--- src/rtl/vdma_pkg.sv ---
// Shared constants for the video memory block copy engine.
// Assumes an 8-bit register port and a 7-bit length field in the control byte.
package vdma_pkg;
    typedef logic [7:0] byte_t;

    localparam int          LEN_W       = 7;
    localparam logic [2:0]  SEL_SRC_HI  = 3'd0;
    localparam logic [2:0]  SEL_SRC_LO  = 3'd1;
    localparam logic [2:0]  SEL_DST_HI  = 3'd2;
    localparam logic [2:0]  SEL_DST_LO  = 3'd3;
    localparam logic [2:0]  SEL_CTRL    = 3'd4;
endpackage

--- src/rtl/vdma_regfile.sv ---
// Register file and transfer state: source, destination offset, length, modes.
// Advances the pointers after each block and decides when a transfer ends.
// Assumes blk_done is high only in the last byte cycle of a block.
module vdma_regfile
    import vdma_pkg::*;
#(
    parameter int OFS_W     = 13,
    parameter int BLK_BYTES = 16
) (
    input  logic             clk,
    input  logic             rst_n,
    input  logic             wr_en,
    input  logic [2:0]       sel,
    input  byte_t            wdata,
    output byte_t            rdata,
    input  logic             blk_done,
    input  logic             busy,
    output logic [15:0]      src_base,
    output logic [OFS_W-1:0] dst_base,
    output logic             gen_mode,
    output logic             hb_mode,
    output logic             last_blk
);
    localparam int    IDX_W   = $clog2(BLK_BYTES);
    localparam int    DH_W    = OFS_W - 8;
    localparam byte_t LO_MASK = byte_t'(8'hFF << IDX_W);

    logic [LEN_W-1:0] len_q;
    logic [OFS_W:0]   dst_sum;
    logic             idle;

    // Next destination offset with one extra carry bit used for the window end
    assign dst_sum  = {1'b0, dst_base} + (OFS_W+1)'(BLK_BYTES);
    assign last_blk = (len_q == '0) || dst_sum[OFS_W];
    assign idle     = !gen_mode && !hb_mode && !busy;

    // Read mux: only the control byte holds state that can be read
    always_comb begin
        rdata = 8'hFF;
        if (sel == SEL_CTRL) rdata = {~hb_mode, len_q};
    end

    // Register writes, block advance and the end-of-transfer decision
    always_ff @(posedge clk) begin
        if (!rst_n) begin
            src_base <= '0;
            dst_base <= '0;
            len_q    <= '1;
            gen_mode <= 1'b0;
            hb_mode  <= 1'b0;
        end else begin
            if (wr_en) begin
                case (sel)
                    SEL_SRC_HI: src_base[15:8]       <= wdata;
                    SEL_SRC_LO: src_base[7:0]        <= wdata & LO_MASK;
                    SEL_DST_HI: dst_base[OFS_W-1:8]  <= wdata[DH_W-1:0];
                    SEL_DST_LO: dst_base[7:0]        <= wdata & LO_MASK;
                    SEL_CTRL: begin
                        if (hb_mode) begin
                            hb_mode <= 1'b0;
                        end else if (idle) begin
                            hb_mode  <= wdata[7];
                            gen_mode <= ~wdata[7];
                            len_q    <= wdata[LEN_W-1:0];
                        end
                    end
                    default: ;
                endcase
            end
            if (blk_done) begin
                src_base <= src_base + 16'(BLK_BYTES);
                dst_base <= dst_sum[OFS_W-1:0];
                len_q    <= len_q - 1'b1;
                if (last_blk) begin
                    gen_mode <= 1'b0;
                    hb_mode  <= 1'b0;
                end
            end
        end
    end

    AST_MODES_EXCLUSIVE: assert property (@(posedge clk) disable iff (!rst_n)
        !(gen_mode && hb_mode));
    AST_LAST_BLOCK_CLEARS: assert property (@(posedge clk) disable iff (!rst_n)
        (blk_done && last_blk) |=> (!gen_mode && !hb_mode));
    AST_START_LOADS_LEN: assert property (@(posedge clk) disable iff (!rst_n)
        (wr_en && sel == SEL_CTRL && idle) |=> (len_q == $past(wdata[LEN_W-1:0])));
endmodule

--- src/rtl/vdma_edge.sv ---
// Rising-edge detector for the horizontal-blank status.
// Assumes hblank_in is synchronous to clk.
module vdma_edge (
    input  logic clk,
    input  logic rst_n,
    input  logic level_in,
    output logic rise
);
    logic prev_q;

    // Remember the last sampled level
    always_ff @(posedge clk) begin
        if (!rst_n) prev_q <= 1'b0;
        else        prev_q <= level_in;
    end

    assign rise = level_in && !prev_q;
endmodule

--- src/rtl/vdma_seq.sv ---
// Block sequencer: steps through the bytes of one block, one per clock,
// and raises a one-cycle stall request after each block.
// Assumes the source answers in the same cycle as the request.
module vdma_seq #(
    parameter int          OFS_W      = 13,
    parameter int          BLK_BYTES  = 16,
    parameter int          STALL_NORM = 8,
    parameter int          STALL_DBL  = 16,
    parameter logic [15:0] VRAM_BASE  = 16'h8000,
    localparam int         CNT_W      = $clog2(STALL_DBL + 1)
) (
    input  logic             clk,
    input  logic             rst_n,
    input  logic             gen_mode,
    input  logic             hb_mode,
    input  logic             hb_rise,
    input  logic             last_blk,
    input  logic             double_speed,
    input  logic [15:0]      src_base,
    input  logic [OFS_W-1:0] dst_base,
    input  logic [7:0]       src_rd_data,
    output logic             busy,
    output logic             blk_done,
    output logic             src_rd_en,
    output logic [15:0]      src_rd_addr,
    output logic             vram_wr_en,
    output logic [15:0]      vram_wr_addr,
    output logic [7:0]       vram_wr_data,
    output logic             stall_req,
    output logic [CNT_W-1:0] stall_cycles
);
    localparam int             IDX_W   = $clog2(BLK_BYTES);
    localparam logic [IDX_W-1:0] IDX_MAX = IDX_W'(BLK_BYTES - 1);

    logic             active_q;
    logic [IDX_W-1:0] idx_q;
    logic             start;
    logic [OFS_W-1:0] ofs;

    assign start    = !active_q && (gen_mode || (hb_mode && hb_rise));
    assign blk_done = active_q && (idx_q == IDX_MAX);
    assign busy     = active_q;

    // Byte addresses of the current step
    assign ofs          = dst_base + OFS_W'(idx_q);
    assign src_rd_en    = active_q;
    assign src_rd_addr  = src_base + 16'(idx_q);
    assign vram_wr_en   = active_q;
    assign vram_wr_addr = VRAM_BASE | 16'(ofs);
    assign vram_wr_data = src_rd_data;

    // Byte counter: start, step, and chain the next block in general mode
    always_ff @(posedge clk) begin
        if (!rst_n) begin
            active_q <= 1'b0;
            idx_q    <= '0;
        end else if (start) begin
            active_q <= 1'b1;
            idx_q    <= '0;
        end else if (active_q) begin
            if (idx_q == IDX_MAX) begin
                idx_q    <= '0;
                active_q <= gen_mode && !last_blk;
            end else begin
                idx_q <= idx_q + 1'b1;
            end
        end
    end

    // Stall request and its length, one cycle after each block
    always_ff @(posedge clk) begin
        if (!rst_n) begin
            stall_req    <= 1'b0;
            stall_cycles <= '0;
        end else begin
            stall_req <= blk_done;
            if (blk_done)
                stall_cycles <= double_speed ? CNT_W'(STALL_DBL) : CNT_W'(STALL_NORM);
        end
    end

    AST_IDX_STEPS: assert property (@(posedge clk) disable iff (!rst_n)
        (active_q && idx_q != IDX_MAX) |=> (active_q && idx_q == $past(idx_q) + 1'b1));
    AST_STALL_SINGLE: assert property (@(posedge clk) disable iff (!rst_n)
        stall_req |=> !stall_req);
    AST_HB_EDGE_START: assert property (@(posedge clk) disable iff (!rst_n)
        ($rose(active_q) && !$past(gen_mode)) |-> $past(hb_rise));
    AST_WR_IN_WINDOW: assert property (@(posedge clk) disable iff (!rst_n)
        vram_wr_en |-> (vram_wr_addr >= VRAM_BASE
                        && vram_wr_addr <= VRAM_BASE + 16'((1 << OFS_W) - 1)));
endmodule

--- src/rtl/vram_block_dma.sv ---
// Top of the video memory block copy engine: wires the register file,
// the blank edge detector and the block sequencer together.
// Assumes a single clock domain and a same-cycle source memory.
module vram_block_dma #(
    parameter int          OFS_W      = 13,
    parameter int          BLK_BYTES  = 16,
    parameter int          STALL_NORM = 8,
    parameter int          STALL_DBL  = 16,
    parameter logic [15:0] VRAM_BASE  = 16'h8000
) (
    input  logic                               clk,
    input  logic                               rst_n,
    input  logic                               reg_wr_en,
    input  logic [2:0]                         reg_sel,
    input  logic [7:0]                         reg_wdata,
    output logic [7:0]                         reg_rdata,
    output logic                               src_rd_en,
    output logic [15:0]                        src_rd_addr,
    input  logic [7:0]                         src_rd_data,
    output logic                               vram_wr_en,
    output logic [15:0]                        vram_wr_addr,
    output logic [7:0]                         vram_wr_data,
    input  logic                               hblank_in,
    input  logic                               double_speed,
    output logic                               stall_req,
    output logic [$clog2(STALL_DBL + 1)-1:0]   stall_cycles
);
    logic             blk_done, busy, gen_mode, hb_mode, last_blk, hb_rise;
    logic [15:0]      src_base;
    logic [OFS_W-1:0] dst_base;

    vdma_regfile #(.OFS_W(OFS_W), .BLK_BYTES(BLK_BYTES)) u_regs (
        .clk(clk), .rst_n(rst_n), .wr_en(reg_wr_en), .sel(reg_sel),
        .wdata(reg_wdata), .rdata(reg_rdata), .blk_done(blk_done), .busy(busy),
        .src_base(src_base), .dst_base(dst_base), .gen_mode(gen_mode),
        .hb_mode(hb_mode), .last_blk(last_blk)
    );

    vdma_edge u_edge (
        .clk(clk), .rst_n(rst_n), .level_in(hblank_in), .rise(hb_rise)
    );

    vdma_seq #(
        .OFS_W(OFS_W), .BLK_BYTES(BLK_BYTES), .STALL_NORM(STALL_NORM),
        .STALL_DBL(STALL_DBL), .VRAM_BASE(VRAM_BASE)
    ) u_seq (
        .clk(clk), .rst_n(rst_n), .gen_mode(gen_mode), .hb_mode(hb_mode),
        .hb_rise(hb_rise), .last_blk(last_blk), .double_speed(double_speed),
        .src_base(src_base), .dst_base(dst_base), .src_rd_data(src_rd_data),
        .busy(busy), .blk_done(blk_done), .src_rd_en(src_rd_en),
        .src_rd_addr(src_rd_addr), .vram_wr_en(vram_wr_en),
        .vram_wr_addr(vram_wr_addr), .vram_wr_data(vram_wr_data),
        .stall_req(stall_req), .stall_cycles(stall_cycles)
    );
endmodule

--- config.mk ---
export PLATFORM = sky130hd
export DESIGN_NAME = vram_block_dma
export DESIGN_NICKNAME = d
export VERILOG_FILES = /design/src/rtl/vdma_pkg.sv /design/src/rtl/vdma_regfile.sv /design/src/rtl/vdma_edge.sv /design/src/rtl/vdma_seq.sv /design/src/rtl/vram_block_dma.sv
export SDC_FILE = /design/constraint.sdc
export NUM_CORES = 1
export LEC_CHECK = 0
export BUFFER_PORTS_ARGS = -buffer_cell sky130_fd_sc_hd__clkbuf_2
export CORE_ASPECT_RATIO = 0.9
export CORE_MARGIN = 8
export CORE_UTILIZATION = 49
export CTS_BUF_LIST = sky130_fd_sc_hd__clkbuf_8
export DETAILED_ROUTE_END_ITERATION = 12
export PLACE_DENSITY = 0.84
export RECOVER_POWER = 100
export SYNTH_ARGS = -nofsm -noshare
export SYNTH_HDL_FRONTEND = slang
export SYNTH_HIERARCHICAL = 1
export SYNTH_SLANG_ARGS = --single-unit
--- constraint.sdc ---
create_clock -name clk -period 1.9 [get_ports clk]
set_clock_uncertainty 0.05 [all_clocks]
set_input_delay 0.19 -clock clk [delete_from_list [all_inputs] [get_ports clk]]
set_output_delay 0.19 -clock clk [all_outputs]
set_load 0.01 [all_outputs]
Word level (Yosys, flattened, before mapping)
Index checks and enable logic that the tools add are counted.
{"block": "classes", "n_addsub": 6, "multipliers": 0, "div": 0, "magnitude_cmp": 0, "eq_ne": 6, "shifts": 0, "n_mux": 31, "bitwise": 3, "reduce_logical": 29}
{"op": "$mux W7", "count": 5}
{"op": "$mux W16", "count": 2}
{"op": "$mux W8", "count": 4}
{"op": "$mux W13", "count": 2}
{"op": "$add A16 B4 Y16", "count": 1}
{"op": "$add A16 B5 Y16 const B", "count": 1}
{"op": "$mux W1", "count": 15}
{"op": "$add A13 B5 Y14 const B", "count": 1}
{"op": "$reduce_bool A2 Y1", "count": 7}
{"op": "$add A13 B4 Y13", "count": 1}
{"op": "$mux W5", "count": 2}
{"op": "$reduce_and A2 Y1", "count": 4}
{"op": "$logic_and A1 B1 Y1", "count": 7}
{"op": "$logic_not A7 Y1", "count": 1}
{"op": "$sub A7 B1 Y7 const B", "count": 1}
{"op": "$eq A3 B2 Y1 const B", "count": 2}
{"op": "$logic_not A1 Y1", "count": 5}
{"op": "$add A4 B1 Y4 const B", "count": 1}
{"op": "$eq A4 B4 Y1 const B", "count": 1}
{"op": "$mux W4", "count": 1}
{"op": "$reduce_and A4 Y1", "count": 1}
{"op": "$eq A3 B1 Y1 const B", "count": 1}
{"op": "$eq A3 B3 Y1 const B", "count": 1}
{"op": "$logic_not A3 Y1", "count": 1}
{"op": "other kinds (4)", "count": 7}
{"block": "word_totals", "register_bits": 50, "latchBits": 0, "ramBits": 0, "mem_bits_ro": 0, "output_inout_bits": 56, "elab_cells": 87, "memories": 0}

Longest topological paths before layout
{"block": "logic_depth", "ltp_word": 9, "mapped_depth": 9, "mapped_depth_nobuf": 7}

Cells and area by module
The synthesis kept the hierarchy.
{"mod": "vdma_regfile", "instances": 1, "cells_per_inst": 221, "area_per_inst_um2": 1831.8}
{"mod": "vdma_seq", "instances": 1, "cells_per_inst": 138, "area_per_inst_um2": 1109.8}
{"mod": "vdma_edge", "instances": 1, "cells_per_inst": 3, "area_per_inst_um2": 40.0}

Worst setup path after synthesis
OpenSTA, ideal clock, no wires.
{"block": "synth_path", "path_type": "reg2reg", "start": "reg u_seq.idx_q[1]", "end": "reg u_regs.len_q[5]", "t_arrival_ns": 1.910, "path_slack_ns": -0.192, "path_stages_with_launch": 8, "path_buffers": 0, "synth_period_minus_slack_ns": 2.092, "cell_sequence": "dfxtp_1 > ha_1 > nand4_1 > inv_1 > or3b_1 > nor4_1 > o2bb2ai_1 > o21ai_1"}
{"block": "synth_via", "elab_chain_len": 4}
{"element": "start, declared", "line_no": "vdma_seq.sv:36", "source": "logic [IDX_W-1:0] idx_q;"}
{"element": "start signal, assigned", "line_no": "vdma_seq.sv:65", "source": "idx_q <= idx_q + 1'b1;"}
{"element": "$eq A4 B4 Y1 *", "line_no": "vdma_seq.sv:41", "source": "assign blk_done = active_q && (idx_q == IDX_MAX);"}
{"element": "$logic_and A1 B1 Y1 *", "line_no": "vdma_seq.sv:41"}
{"element": "net blk_done", "line_no": "vram_block_dma.sv:28", "source": "logic blk_done, busy, gen_mode, hb_mode, last_blk, hb_rise;"}
{"element": "$ne A2 B2 Y1 (no line) or $reduce_bool A2 Y1 (tied branches)"}
{"element": "$reduce_and A4 Y1 (no line)"}
{"element": "end signal, assigned", "line_no": "vdma_regfile.sv:64", "source": "len_q <= wdata[LEN_W-1:0];"}
{"element": "end signal, assigned", "line_no": "vdma_regfile.sv:73", "source": "len_q <= len_q - 1'b1;"}
{"element": "end, declared", "line_no": "vdma_regfile.sv:28", "source": "logic [LEN_W-1:0] len_q;"}
Mark *: on every way through the listed nets, which the timed path passes. The rest lies on a longest branch.
A chain may end at the register's enable or synchronous reset.

Worst setup path after layout
Same ends and word-level chain as after synthesis.

==> out/metrics.yaml <==
num_vias: 2909
postLayoutCellArea_um2: 3497
critPathMaxStageDelay_ns: 0.44
maxCapViolCount: 0
worstPathCellList: "ha_4 > nand4_1 > inv_2 > or3b_4 > nor4_4 > o2bb2ai_1 > o21ai_1"
crit_buf_inv: 1
antenna_found_initial: 0
antenna_cells: 0
cts_buffer_depth: 2
grt_setup_unrepaired: "yes"
start_util_pct: 49.58
critPathSlowestCell: "or3b_4"
cts_htree_levels: 2
final_common_cell: "clkbuf_2"
nNetsFinal: 464
yosysSeqAreaShare_pct: 26.19
dieArea_um2: 8841
grt_max_degree: 28
drt-wirelength-per-cell_um: 15.96
synth_area_um2: 2982
fill_cells: 529
clk_latency_ns: 0.30
rrSetupSlack_ns: 0.006
grt_pass1_vias: 2706
pre_cts_slack_ns: -0.02523
hold_violations: 0
via_per_inst: 5.841
r2r-start: "u_seq/idx_q[1]"
layout.core_utilization_pct: 58.16
fp.dieH_um: 90.01
cts.clk_slew.worst_paths_ns: 0.08
yosys_register_bits: 39
numPortBuffers: 57
cts_tree: "yes"
multi_input_area_um2: 2043
post-route-period-util_pct: 99.67
fin_crit_ns: 1.894
cts.sinks: 39
crit_cells: 7
start_kind: "flip-flop"
wl_um: 7949
ff_latch_area_um2: 783.3
grt_pass1_wl_um: 12850
synth_area_per_cell_um2: 8.236
path_max_fanout: 7
critPathCapture: "u_regs/len_q[5]"
dp_hpwl_um: 6110
p_leak_nw: 1.538
dr.pass1.iters: 7
synth.distinct_cells: 63
crit_family: "simple AND/OR/NAND/NOR gates"
maxSlewViolCount: 0
max_freq_ghz: 0.5281
cp_data_required_time_ns: 2.01
setup_viol: 0
drtIter0Drc: 246
die_x_um: 98.23
worstSetupStartpoint: "u_seq/idx_q[1]"
ios: 80
ir_drop_mv: 0.2791
clockRootBuffer: "clkbuf_8"
postRouteAntennaNets: 0
outcome: "complete, no violations"
grt_overflow: 0
core_region_area_um2: 6013
final_cell_mix: "54 x clkbuf_2, 37 x dfxtp_1, 29 x nand2_1"
rows: 27
async_reset_ff_share_pct: 0
cp_data_arrival_time_ns: 2.01
ys_warn_count: 6
syn_inst: 362
powerDensity_nw_per_um2: 473.3
grt_util_all_layers_pct: 17.25
cts_buffers: 5
cp-end-kind: "flip-flop"
rr_worst_depth: 7
timing.rr.end: "u_regs/len_q[5]"
remaining_drc_errors: 0
drive_above_1_share_pct: 26.06
synth_ff_type: "dfxtp_1"
synth_edf_count: 0
area_delta_synth_final_pct: 17.29
setup_ws_ns: 0.006316
setup.worst_path.class: "reg -> reg"
postPlaceCellArea_um2: 3339
hold_path.class: "in -> reg"
gp_congestion: 0.8826
## stage by stage
step	hold slack, ns	setup TNS [ns]	instances	power [W]
after floorplan	0.2617	0	373	0.001060
after global placement	0.3301	0	488	0.001104
after detailed placement	0.3301	-0.09371	488	0.001111
after CTS	0.05915	0	496	0.001662
after global routing	0.05726	-0.07113	498	0.001731
final	0.06860	0	498	0.001655
## worst min path at each step
stage,to,from,depth (start not counted),slack (ns)
after floorplan,u_edge/prev_q,hblank_in,1,0.26
after global placement,vram_wr_data[2],src_rd_data[2],0,0.33
after detailed placement,vram_wr_data[2],src_rd_data[2],0,0.33
after CTS,u_edge/prev_q,hblank_in,2,0.06
after global routing,u_edge/prev_q,hblank_in,2,0.06
final,u_edge/prev_q,hblank_in,2,0.07
## repair_timing
item | in CTS | in global routing
hold buffers | 0 | 0
setup endpoints to repair | 5 | 12
setup buffers | 0 | 2
gates resized for setup | 1 | 12
pin swaps | 0 | 4
## synth_stat cells, types with 11 or more instances
master / n / area [um2]
xor2_1: 11 / 96.34
nand2_1: 29 / 108.9
xnor2_1: 17 / 148.9
nor2_1: 18 / 67.56
dfxtp_1: 39 / 780.8
o21ai_0: 20 / 100.1
ha_1: 13 / 162.7
buf_4: 26 / 195.2
nand3_1: 20 / 100.1
a21oi_1: 20 / 100.1
## routing by layer
layer  global-route usage (%)  vias to the layer above  wire (um)
met2                    28.39                      108       3770
met5                        0                        -          0
met1                    21.27                     1380       3504
li1                         -                     1415          -
met4                    4.725                        0         61
met3                    5.162                        6        612
## sequential cells by signal (all words and copies together), names as in the netlist
name	cells
u_regs/len_q	7
u_seq/idx_q	4
u_regs/dst_base	9
u_regs/hb_mode	1
u_seq/stall_cycles	2
u_seq/stall_req	1
u_edge/prev_q	1
u_regs/gen_mode	1
u_seq/busy	1
u_regs/src_base	12
## worst register-to-register path, delay by kind of cell, from the launching register on
kind | cells | cell delay [ns]
compound gates | 2 | 0.21
fa+ha+maj | 1 | 0.13
buf+inv | 1 | 0.20
flops | 1 | 0.36
simple gates | 3 | 0.80
## area by class of cell
cell class	count	share of cell area (%)
inverters	10	1.073
clock inverters	3	0.4293
clock buffers	5	1.968
multi-input cells	290	58.43
repair buffers	79	13.13
flip-flops and latches	39	22.40
well taps	72	2.576
## cells by family (layout without fill, tap and decap cells)
family | count (synthesis) | in the layout | share of synthesized area, %
AO/OA/AOI/OAI | 90 | 90 | 19.89
XOR/XNOR | 28 | 28 | 8.225
adder cells (fa/ha/maj) | 15 | 15 | 6.798
buffers and inverters | 44 | 97 | 8.938
flip-flops | 39 | 39 | 26.19
multiplexers | 5 | 5 | 1.762
other | 3 | 14 | 0.3776
AND/OR/NAND/NOR | 138 | 138 | 27.82
## power breakdown
part	switching (W)	leakage, nW	total [W]	internal [W]
Combinational	0.000138	1.17	0.000236	0.0000977
Clock	0.000302	0.0477	0.000553	0.000251
Sequential	0.0000298	0.317	0.000866	0.000836
Total	0.000470	1.54	0.00166	0.00119
Note: power is estimated with default switching activity, not from simulation.
